==> src/rtl/boot_pkg.sv <==
package boot_pkg;

  typedef enum logic [1:0] {
    LD_HOLD,
    LD_FETCH,
    LD_START,
    LD_RUN
  } ld_state_e;

  localparam logic [2:0] IMASK_ALL  = 3'b111;
  localparam logic       MODE_MAX   = 1'b1;
  localparam logic [2:0] BANK_ZERO  = 3'b000;
  localparam logic [1:0] CLK_HALF   = 2'b01;

  // place byte b into lane 'slot' of an accumulator (lane 0 = bits 7:0)
  function automatic logic [63:0] merge_byte(logic [63:0] acc, int unsigned slot,
                                             logic [7:0] b);
    logic [63:0] r;
    r = acc;
    r[slot*8 +: 8] = b;
    return r;
  endfunction

  // byte address of vector lane 'slot'
  function automatic logic [63:0] slot_addr(logic [63:0] base, int unsigned slot);
    return base + 64'(slot);
  endfunction

endpackage

==> src/rtl/ldr_rst_filter.sv <==
module ldr_rst_filter #(
  parameter int MIN_LOW = 10
) (
  input  logic clk,
  input  logic por_n,
  input  logic ext_rst_n,
  output logic sync_n,
  output logic qual
);
  localparam int CW = $clog2(MIN_LOW + 1);
  localparam logic [CW-1:0] FULL = CW'(MIN_LOW);

  logic [1:0]    sh_q;
  logic [CW-1:0] cnt_q;

  // power-on counts as an accepted reset: chain low, counter full
  always_ff @(posedge clk or negedge por_n) begin
    if (!por_n) begin
      sh_q  <= 2'b00;
      cnt_q <= FULL;
    end else begin
      sh_q <= {sh_q[0], ext_rst_n};
      if (sh_q[1])
        cnt_q <= '0;
      else if (cnt_q != FULL)
        cnt_q <= cnt_q + CW'(1);
    end
  end

  assign sync_n = sh_q[1];
  assign qual   = (cnt_q == FULL);

endmodule

==> src/rtl/ldr_fetch.sv <==
module ldr_fetch
  import boot_pkg::*;
#(
  parameter int                ADDR_W   = 24,
  parameter int                NBYTES   = 3,
  parameter logic [ADDR_W-1:0] VEC_BASE = 24'hFFFF00,
  localparam int               PC_W     = 8 * NBYTES
) (
  input  logic              clk,
  input  logic              por_n,
  input  logic              qual,
  input  logic              sync_n,
  output logic              mem_rd,
  output logic [ADDR_W-1:0] mem_addr,
  input  logic [7:0]        mem_rdata,
  input  logic              mem_rdy,
  output logic [PC_W-1:0]   pc_out,
  output logic              core_start,
  output logic              core_hold,
  output logic              init_load,
  output logic              take,
  output logic              last_take
);
  localparam int IW = (NBYTES > 1) ? $clog2(NBYTES) : 1;
  localparam logic [IW-1:0] LAST = IW'(NBYTES - 1);

  ld_state_e     st_q, st_d;
  logic [IW-1:0] idx_q, idx_d;
  logic [PC_W-1:0] pc_q;

  always_comb begin
    st_d  = st_q;
    idx_d = idx_q;
    if (qual) begin
      st_d  = LD_HOLD;
      idx_d = '0;
    end else begin
      case (st_q)
        LD_HOLD:  if (sync_n) begin
                    st_d  = LD_FETCH;
                    idx_d = '0;
                  end
        LD_FETCH: if (mem_rdy) begin
                    if (idx_q == LAST) st_d = LD_START;
                    else               idx_d = idx_q + IW'(1);
                  end
        LD_START: st_d = LD_RUN;
        default:  st_d = st_q;
      endcase
    end
  end

  assign take      = (st_q == LD_FETCH) && mem_rdy && !qual;
  assign last_take = take && (idx_q == LAST);

  always_ff @(posedge clk or negedge por_n) begin
    if (!por_n) begin
      st_q  <= LD_HOLD;
      idx_q <= '0;
      pc_q  <= '0;
    end else begin
      st_q  <= st_d;
      idx_q <= idx_d;
      if (take)
        pc_q <= PC_W'(merge_byte(64'(pc_q), 32'(idx_q), mem_rdata));
    end
  end

  assign mem_rd     = (st_q == LD_FETCH);
  assign mem_addr   = ADDR_W'(slot_addr(64'(VEC_BASE), 32'(idx_q)));
  assign pc_out     = pc_q;
  assign core_start = (st_q == LD_START);
  assign core_hold  = (st_q != LD_RUN);
  assign init_load  = (st_q == LD_HOLD);

endmodule

==> src/rtl/ldr_init_values.sv <==
module ldr_init_values
  import boot_pkg::*;
#(
  parameter int              SP_W    = 32,
  parameter logic [SP_W-1:0] SP_INIT = 32'h100
) (
  input  logic            load,
  output logic [SP_W-1:0] sp_val,
  output logic [2:0]      sr_imask,
  output logic            sr_max,
  output logic [2:0]      sr_bank,
  output logic [1:0]      clk_sel
);
  assign sp_val   = load ? SP_INIT   : '0;
  assign sr_imask = load ? IMASK_ALL : 3'b000;
  assign sr_max   = load ? MODE_MAX  : 1'b0;
  assign sr_bank  = load ? BANK_ZERO : 3'b000;
  assign clk_sel  = load ? CLK_HALF  : 2'b00;
endmodule

==> src/rtl/boot_vector_seq.sv <==
module boot_vector_seq #(
  parameter int                MIN_LOW  = 10,
  parameter int                ADDR_W   = 24,
  parameter int                NBYTES   = 3,
  parameter logic [ADDR_W-1:0] VEC_BASE = 24'hFFFF00,
  parameter int                SP_W     = 32,
  parameter logic [SP_W-1:0]   SP_INIT  = 32'h100,
  localparam int               PC_W     = 8 * NBYTES
) (
  input  logic              clk,
  input  logic              por_n,
  input  logic              ext_rst_n,
  output logic              mem_rd,
  output logic [ADDR_W-1:0] mem_addr,
  input  logic [7:0]        mem_rdata,
  input  logic              mem_rdy,
  output logic              core_hold,
  output logic              core_start,
  output logic [PC_W-1:0]   pc_out,
  output logic              init_load,
  output logic [SP_W-1:0]   sp_val,
  output logic [2:0]        sr_imask,
  output logic              sr_max,
  output logic [2:0]        sr_bank,
  output logic [1:0]        clk_sel
);
  // named internal events, observed by the bound checker
  logic rst_qual_w;
  logic sync_n_w;
  logic take_w;
  logic last_take_w;

  ldr_rst_filter #(.MIN_LOW(MIN_LOW)) u_filt (
    .clk       (clk),
    .por_n     (por_n),
    .ext_rst_n (ext_rst_n),
    .sync_n    (sync_n_w),
    .qual      (rst_qual_w)
  );

  ldr_fetch #(.ADDR_W(ADDR_W), .NBYTES(NBYTES), .VEC_BASE(VEC_BASE)) u_fetch (
    .clk        (clk),
    .por_n      (por_n),
    .qual       (rst_qual_w),
    .sync_n     (sync_n_w),
    .mem_rd     (mem_rd),
    .mem_addr   (mem_addr),
    .mem_rdata  (mem_rdata),
    .mem_rdy    (mem_rdy),
    .pc_out     (pc_out),
    .core_start (core_start),
    .core_hold  (core_hold),
    .init_load  (init_load),
    .take       (take_w),
    .last_take  (last_take_w)
  );

  ldr_init_values #(.SP_W(SP_W), .SP_INIT(SP_INIT)) u_init (
    .load     (init_load),
    .sp_val   (sp_val),
    .sr_imask (sr_imask),
    .sr_max   (sr_max),
    .sr_bank  (sr_bank),
    .clk_sel  (clk_sel)
  );

endmodule

==> config.mk <==
export PLATFORM = sky130hd
export DESIGN_NAME = boot_vector_seq
export DESIGN_NICKNAME = d
export VERILOG_FILES = /design/src/rtl/boot_pkg.sv /design/src/rtl/ldr_rst_filter.sv /design/src/rtl/ldr_fetch.sv /design/src/rtl/ldr_init_values.sv /design/src/rtl/boot_vector_seq.sv
export SDC_FILE = /design/constraint.sdc
export NUM_CORES = 1
export LEC_CHECK = 0
export ABC_AREA = 1
export BUFFER_PORTS_ARGS = -buffer_cell sky130_fd_sc_hd__buf_2
export CORE_AREA = 3 3 84 62
export DETAILED_ROUTE_END_ITERATION = 10
export DIE_AREA = 0 0 87 65
export PLACE_DENSITY = 0.88
export REMOVE_ABC_BUFFERS = 1
export SETUP_SLACK_MARGIN = 0.15
export SYNTH_ARGS = -nofsm -noshare
export SYNTH_HDL_FRONTEND = slang
export SYNTH_SLANG_ARGS = --single-unit
==> constraint.sdc <==
create_clock -name clk -period 3.3 [get_ports clk]
set_input_delay 0.33 -clock clk [delete_from_list [all_inputs] [get_ports clk]]
set_output_delay 0.33 -clock clk [all_outputs]
set_load 0.05 [all_outputs]
# == Yosys cells after proc, flatten, opt, wreduce, memory -nomap -nowiden ==
# Index checks and enable logic that the tools add are counted.
# word_totals
input_bits,12
ff_bits,34
# op_classes
mux,17
n_eq_ne,10
n_addsub,4
n_shift,2
n_reduce_logical,9
# ops
cell,count
$bwmux W64,1
$shift A8 B34 Y64 const A,1
$shiftx A8 B34 Y64,1
$neg A5 Y34,1
$add A24 B2 Y24 const A,1
$mux W2,8
$mux W9,1
$mux W4,2
$reduce_and A4 Y1,2
$ne A3 B1 Y1 const B,2
$pmux W2 S3,1
$add A4 B1 Y4 const B,1
$eq A2 B2 Y1 const B,2
$eq A4 B4 Y1 const B,1
$ne A4 B4 Y1 const B,1
$pmux W2 S2,1
$reduce_bool A4 Y1,1
$mux W3,1
$ne A3 B2 Y1 const B,1
$ne A3 B3 Y1 const B,1
$reduce_bool A3 Y1,1
$add A2 B1 Y2 const B,1
$eq A2 B1 Y1 const B,1
$logic_and A1 B1 Y1,2
5 further kinds,6

# == Depth between registers and ports, before layout ==
# logic_depth
ltp_word,5
depth_mapped,10
depth_no_buf,9

# == By module ==
# From an unflattened synthesis, not the netlist that was laid out.
# unflattened
cells_unflattened,267
area_unflattened_um2,2205.9
# by_module_without_submodules
module,n_inst,cells_each,area_per_inst_um2
ldr_fetch,1,195,1616.6
ldr_init_values,1,42,311.5
ldr_rst_filter,1,30,277.8

# == Worst setup path before layout ==
# No wires, ideal clock.
# synth_path
path_kind,register -> register
from,register u_fetch.idx_q[0]
to,"register u_fetch.pc_q[16], in the netlist u_fetch.pc_out[16]"
slack_ns,1.317
path_stages_with_launch,7
arrival_time_ns,1.907
period_less_slack_ns,1.983
required_ns,3.224
setup_ns,0.076
cell_sequence,dfrtp_1 > inv_1 > ha_1 > buf_6 > nor3_2 > nand3_1 > o21ai_1
# synth_via
elab_chain_len,3
elab_cells_between_ends,4
cone_classes,1 x add/sub; 2 x shift; 1 x mux
# synth_rtl
element,line_no,source
"start, declared",ldr_fetch.sv:28,"logic [IW-1:0] idx_q, idx_d;"
"start signal, assigned",ldr_fetch.sv:63,idx_q <= idx_d;
$neg A5 Y34 *,boot_pkg.sv:20,r[slot*8 +: 8] = b;
$shiftx A8 B34 Y64 or $shift A8 B34 Y64 (tied branches),boot_pkg.sv:20,
$bwmux W64 *,boot_pkg.sv:20,
"end signal, assigned",ldr_fetch.sv:65,"pc_q <= PC_W'(merge_byte(64'(pc_q), 32'(idx_q), mem_rdata));"
"end, declared",ldr_fetch.sv:29,logic [PC_W-1:0] pc_q;
# Mark *: on every way between the ends. The rest lies on a longest branch, timed or not.
# A chain may end at the register's enable or synchronous reset.

# == Worst setup path in the final report ==
# layout_path
from,register u_filt.cnt_q[0]
to,"register u_fetch.pc_q[20], in the netlist u_fetch.pc_out[20]"
# layout_via
elab_chain_len,3
# layout_rtl
element,line_no,source
"start, declared",ldr_rst_filter.sv:14,logic [CW-1:0] cnt_q;
"start signal, assigned",ldr_rst_filter.sv:26,cnt_q <= cnt_q + CW'(1);
$eq A4 B4 Y1,ldr_rst_filter.sv:31,assign qual = (cnt_q == FULL);
$logic_not A1 Y1,ldr_fetch.sv:53,assign take = (st_q == LD_FETCH) && mem_rdy && !qual;
$logic_and A1 B1 Y1,ldr_fetch.sv:53,
# Every way passes these cells.

==> flow_metrics.tcl <==
set metrics [dict create \
    status "finished, final reports clean" \
    final_cell_area_sq_um 2300 \
    total_power_mw 2.28 \
    skew_ns 0.00840 \
    r2r-end "u_fetch.pc_out[20]$_DFFE_PN0P_" \
    start_kind "register" \
    min_period_ns 1.96 \
    drv_slew 0 \
    diodes 0 \
    post-synth-top-count-cell "buf_4" \
    path_max_fanout 16 \
    whs_ns 0.0938 \
    cp_num_cells 8 \
    synth_top_cell_area_share_pct 35.6 \
    synth_cells 267 \
    fin_util_pct 52.5 \
    grt_start_max_net_pins 35 \
    synth_area_leader_cell "dfrtp_1" \
    drv_cap 0 \
    cpMostUsedCell "nand2_1" \
    die_h_microns 65 \
    synth-main-ff-cell "dfrtp_1" \
    drc 0 \
    ant_nets 0 \
    cts-htree-levels 2 \
    rr_worst_depth 8 \
    r2r_start "u_filt.cnt_q[0]$_DFFE_PN0P_" \
    grt_use_total_pct 15.0 \
    ys_async_sr_fraction_pct 100 \
    synth_common_cells "65 x buf_4, 45 x nand2_1, 32 x dfrtp_1, 21 x inv_1, 19 x nor2_1" \
    tns_ns 0 \
    ys_warn_count 0 \
    p_per_area_nw_per_um2 990 \
    vdd.ir_drop.worst_mv 0.412 \
    tritoncts "yes" \
    arrival_ns 2.12 \
    hpwl_microns 3230 \
    cp.required_ns 3.46 \
    wirelength_microns 4210 \
    path_buf_inv 2 \
    placed_area_sq_um 2220 \
    first_global_vias 1341 \
    avgViaCountPerCell 4.37 \
    syn_area_per_cell_sq_um 8.42 \
    path_cells "inv_1 -> ha_1 -> nand2_1 -> nor2_4 -> inv_2 -> nand4_1 -> nand2_1 -> o21ai_1" \
    finalHoldViolations 0 \
    leakage_nw 1.26 \
    worstHoldPathType "in2async" \
    overflow 0 \
    drive_gt1_share_pct 20.6 \
    wl_per_cell_microns 11.7 \
    syn_area_sq_um 2250 \
    die_w_microns 87 \
    cpPeakStageDelay_ns 0.55 \
    drt_pass1_iterations 4 \
    clk_path_buf_depth 2 \
    path_clk_slew_ns 0.07 \
    nets 329 \
    portBuffers 47 \
    grt_pass1_wl_microns 6560 \
    core_sq_um 4380 \
    critical_path.endpoint "u_fetch.pc_out[20]$_DFFE_PN0P_" \
    synth-seq-area-share_pct 38.0 \
    end_kind "register" \
    ioPinCount 105 \
    clock_latency_ns 0.29 \
    timing.final.crit_share_pct 59.4 \
    worst_slew_pin_slew_ns 0.730 \
    gp_congestion 0.819 \
    cts_hold_buffers 0 \
    fmax_ghz 0.510 \
    ys_types 24 \
    rsz0062_at_grt "no" \
    synth-seq-cells 34 \
    cts_root_buffer "clkbuf_8" \
    crit_family "simple AND/OR/NAND/NOR gates" \
    cts.sinks 34 \
    antenna_found_initial 0 \
    initial_core_util_pct 51.3 \
    synth_edf_count 0 \
    vias 1577 \
    rows 20 \
    startpoint "u_filt.cnt_q[0]$_DFFE_PN0P_" \
    crit_type "reg2reg" \
    syn2layout_area_growth_pct 2.28 \
    dr.first_iter.drc_count 99 \
    die_area_sq_um 5660 \
    crit_slowest_cell "nand4_1" \
    maxSlewHeadroom_pct 51.3 \
    cts_made_buffers 5 \
    regToRegSetupSlack_ns 1.34 \
    synthTopCellsByArea "dfrtp_1 36%, buf_4 22%, nand2_1 7.5%, ha_1 6.7%, o21ai_0 3.6%" \
    setup_viol 0 \
    post_cts_buffers 0 \
    ctsResizeCount 0 \
]
[logic make-up (layout without fill, tap and decap cells)]
group | after synthesis | count (layout) | synth area share (%)
buffers and inverters | 94 | 78 | 27.9
other | 2 | 57 | 0.334
AND/OR/NAND/NOR | 91 | 91 | 19.1
AO/OA/AOI/OAI | 33 | 33 | 7.57
adder cells (fa/ha/maj) | 12 | 12 | 6.68
XOR/XNOR | 1 | 1 | 0.390
flip-flops | 34 | 34 | 38.0
[cell usage in the layout, fill, tap and decap left out]
master | synthesis | routed
nand2_1 | 45 | 45
a211oi_1 | 2 | 2
nand3_1 | 12 | 12
o21ai_0 | 16 | 16
nand4_4 | 1 | 1
inv_1 | 21 | 21
o21ai_1 | 11 | 11
clkbuf_8 | 0 | 5
nor3b_4 | 1 | 1
nor3_2 | 1 | 1
buf_2 | 1 | 47
inv_2 | 2 | 2
dfrtp_1 | 32 | 32
nor2_1 | 19 | 19
conb_1 | 2 | 57
nand4_1 | 10 | 10
nand2_2 | 1 | 1
clkbuf_1 | 1 | 1
ha_1 | 12 | 12
dfstp_2 | 2 | 2
clkinv_2 | 0 | 2
a21oi_1 | 4 | 4
xor2_1 | 1 | 1
nor2_4 | 1 | 1
[routing by layer]
layer	routed length, microns	GRT usage [%]	part of all wire, %
met5	0	0	0
met4	50	5.06	1.2
met3	380	5.72	9.0
met2	1760	20.0	42
met1	2030	22.0	48
[power breakdown]
part | total [mW] | switching [mW] | internal (mW)
sequential | 0.614 | 0.0807 | 0.534
clock | 0.299 | 0.153 | 0.146
combinational | 1.36 | 1.09 | 0.271
total | 2.28 | 1.33 | 0.951
[worst reg2reg max path, stage by stage (launching register included)]
cell     delay (ns)
dfrtp_1        0.40
inv_1          0.06
ha_1           0.19
nand2_1        0.10
nor2_4         0.06
inv_2          0.18
nand4_1        0.55
nand2_1        0.22
o21ai_1        0.08
[flip-flops by register name (all words and copies together), names as in the netlist]
name and cells:
u_filt.sh_q 2, u_filt.cnt_q 4, u_fetch.pc_out 24, u_fetch.st_q 2, u_fetch.idx_q 2
[per-stage QoR]
step | instances | setup slack [ns]
floorplan | 251 | -0.482
global placement | 353 | 1.41
detailed placement | 353 | 1.34
CTS | 361 | 1.33
global route | 361 | 1.15
finish | 361 | 1.34
[final cells by class]
type                    count  area (sq um)
fillers                   423          2080
multi-input cells         194           973
flip-flops and latches     34           853
repair buffers             47           235
inverters                  23          86.3
clock buffers               6          72.6
well taps                  55          68.8
clock inverters             2          10.0
[worst min-delay path by stage]
stage | from | endpoint | slack, ns | depth (start not counted)
floorplan | por_n | u_fetch.idx_q[0]$_DFFE_PN0P_ | 0.03 | 0
global placement | u_filt.sh_q[0]$_DFF_PN0_ | u_filt.sh_q[1]$_DFF_PN0_ | 0.34 | 0
detailed placement | u_filt.sh_q[0]$_DFF_PN0_ | u_filt.sh_q[1]$_DFF_PN0_ | 0.35 | 0
CTS | por_n | u_fetch.pc_out[16]$_DFFE_PN0P_ | 0.13 | 1
global route | ext_rst_n | u_filt.sh_q[0]$_DFF_PN0_ | 0.13 | 1
finish | por_n | u_fetch.st_q[0]$_DFFE_PN0P_ | 0.09 | 1
(Power assumes the default switching activity.)
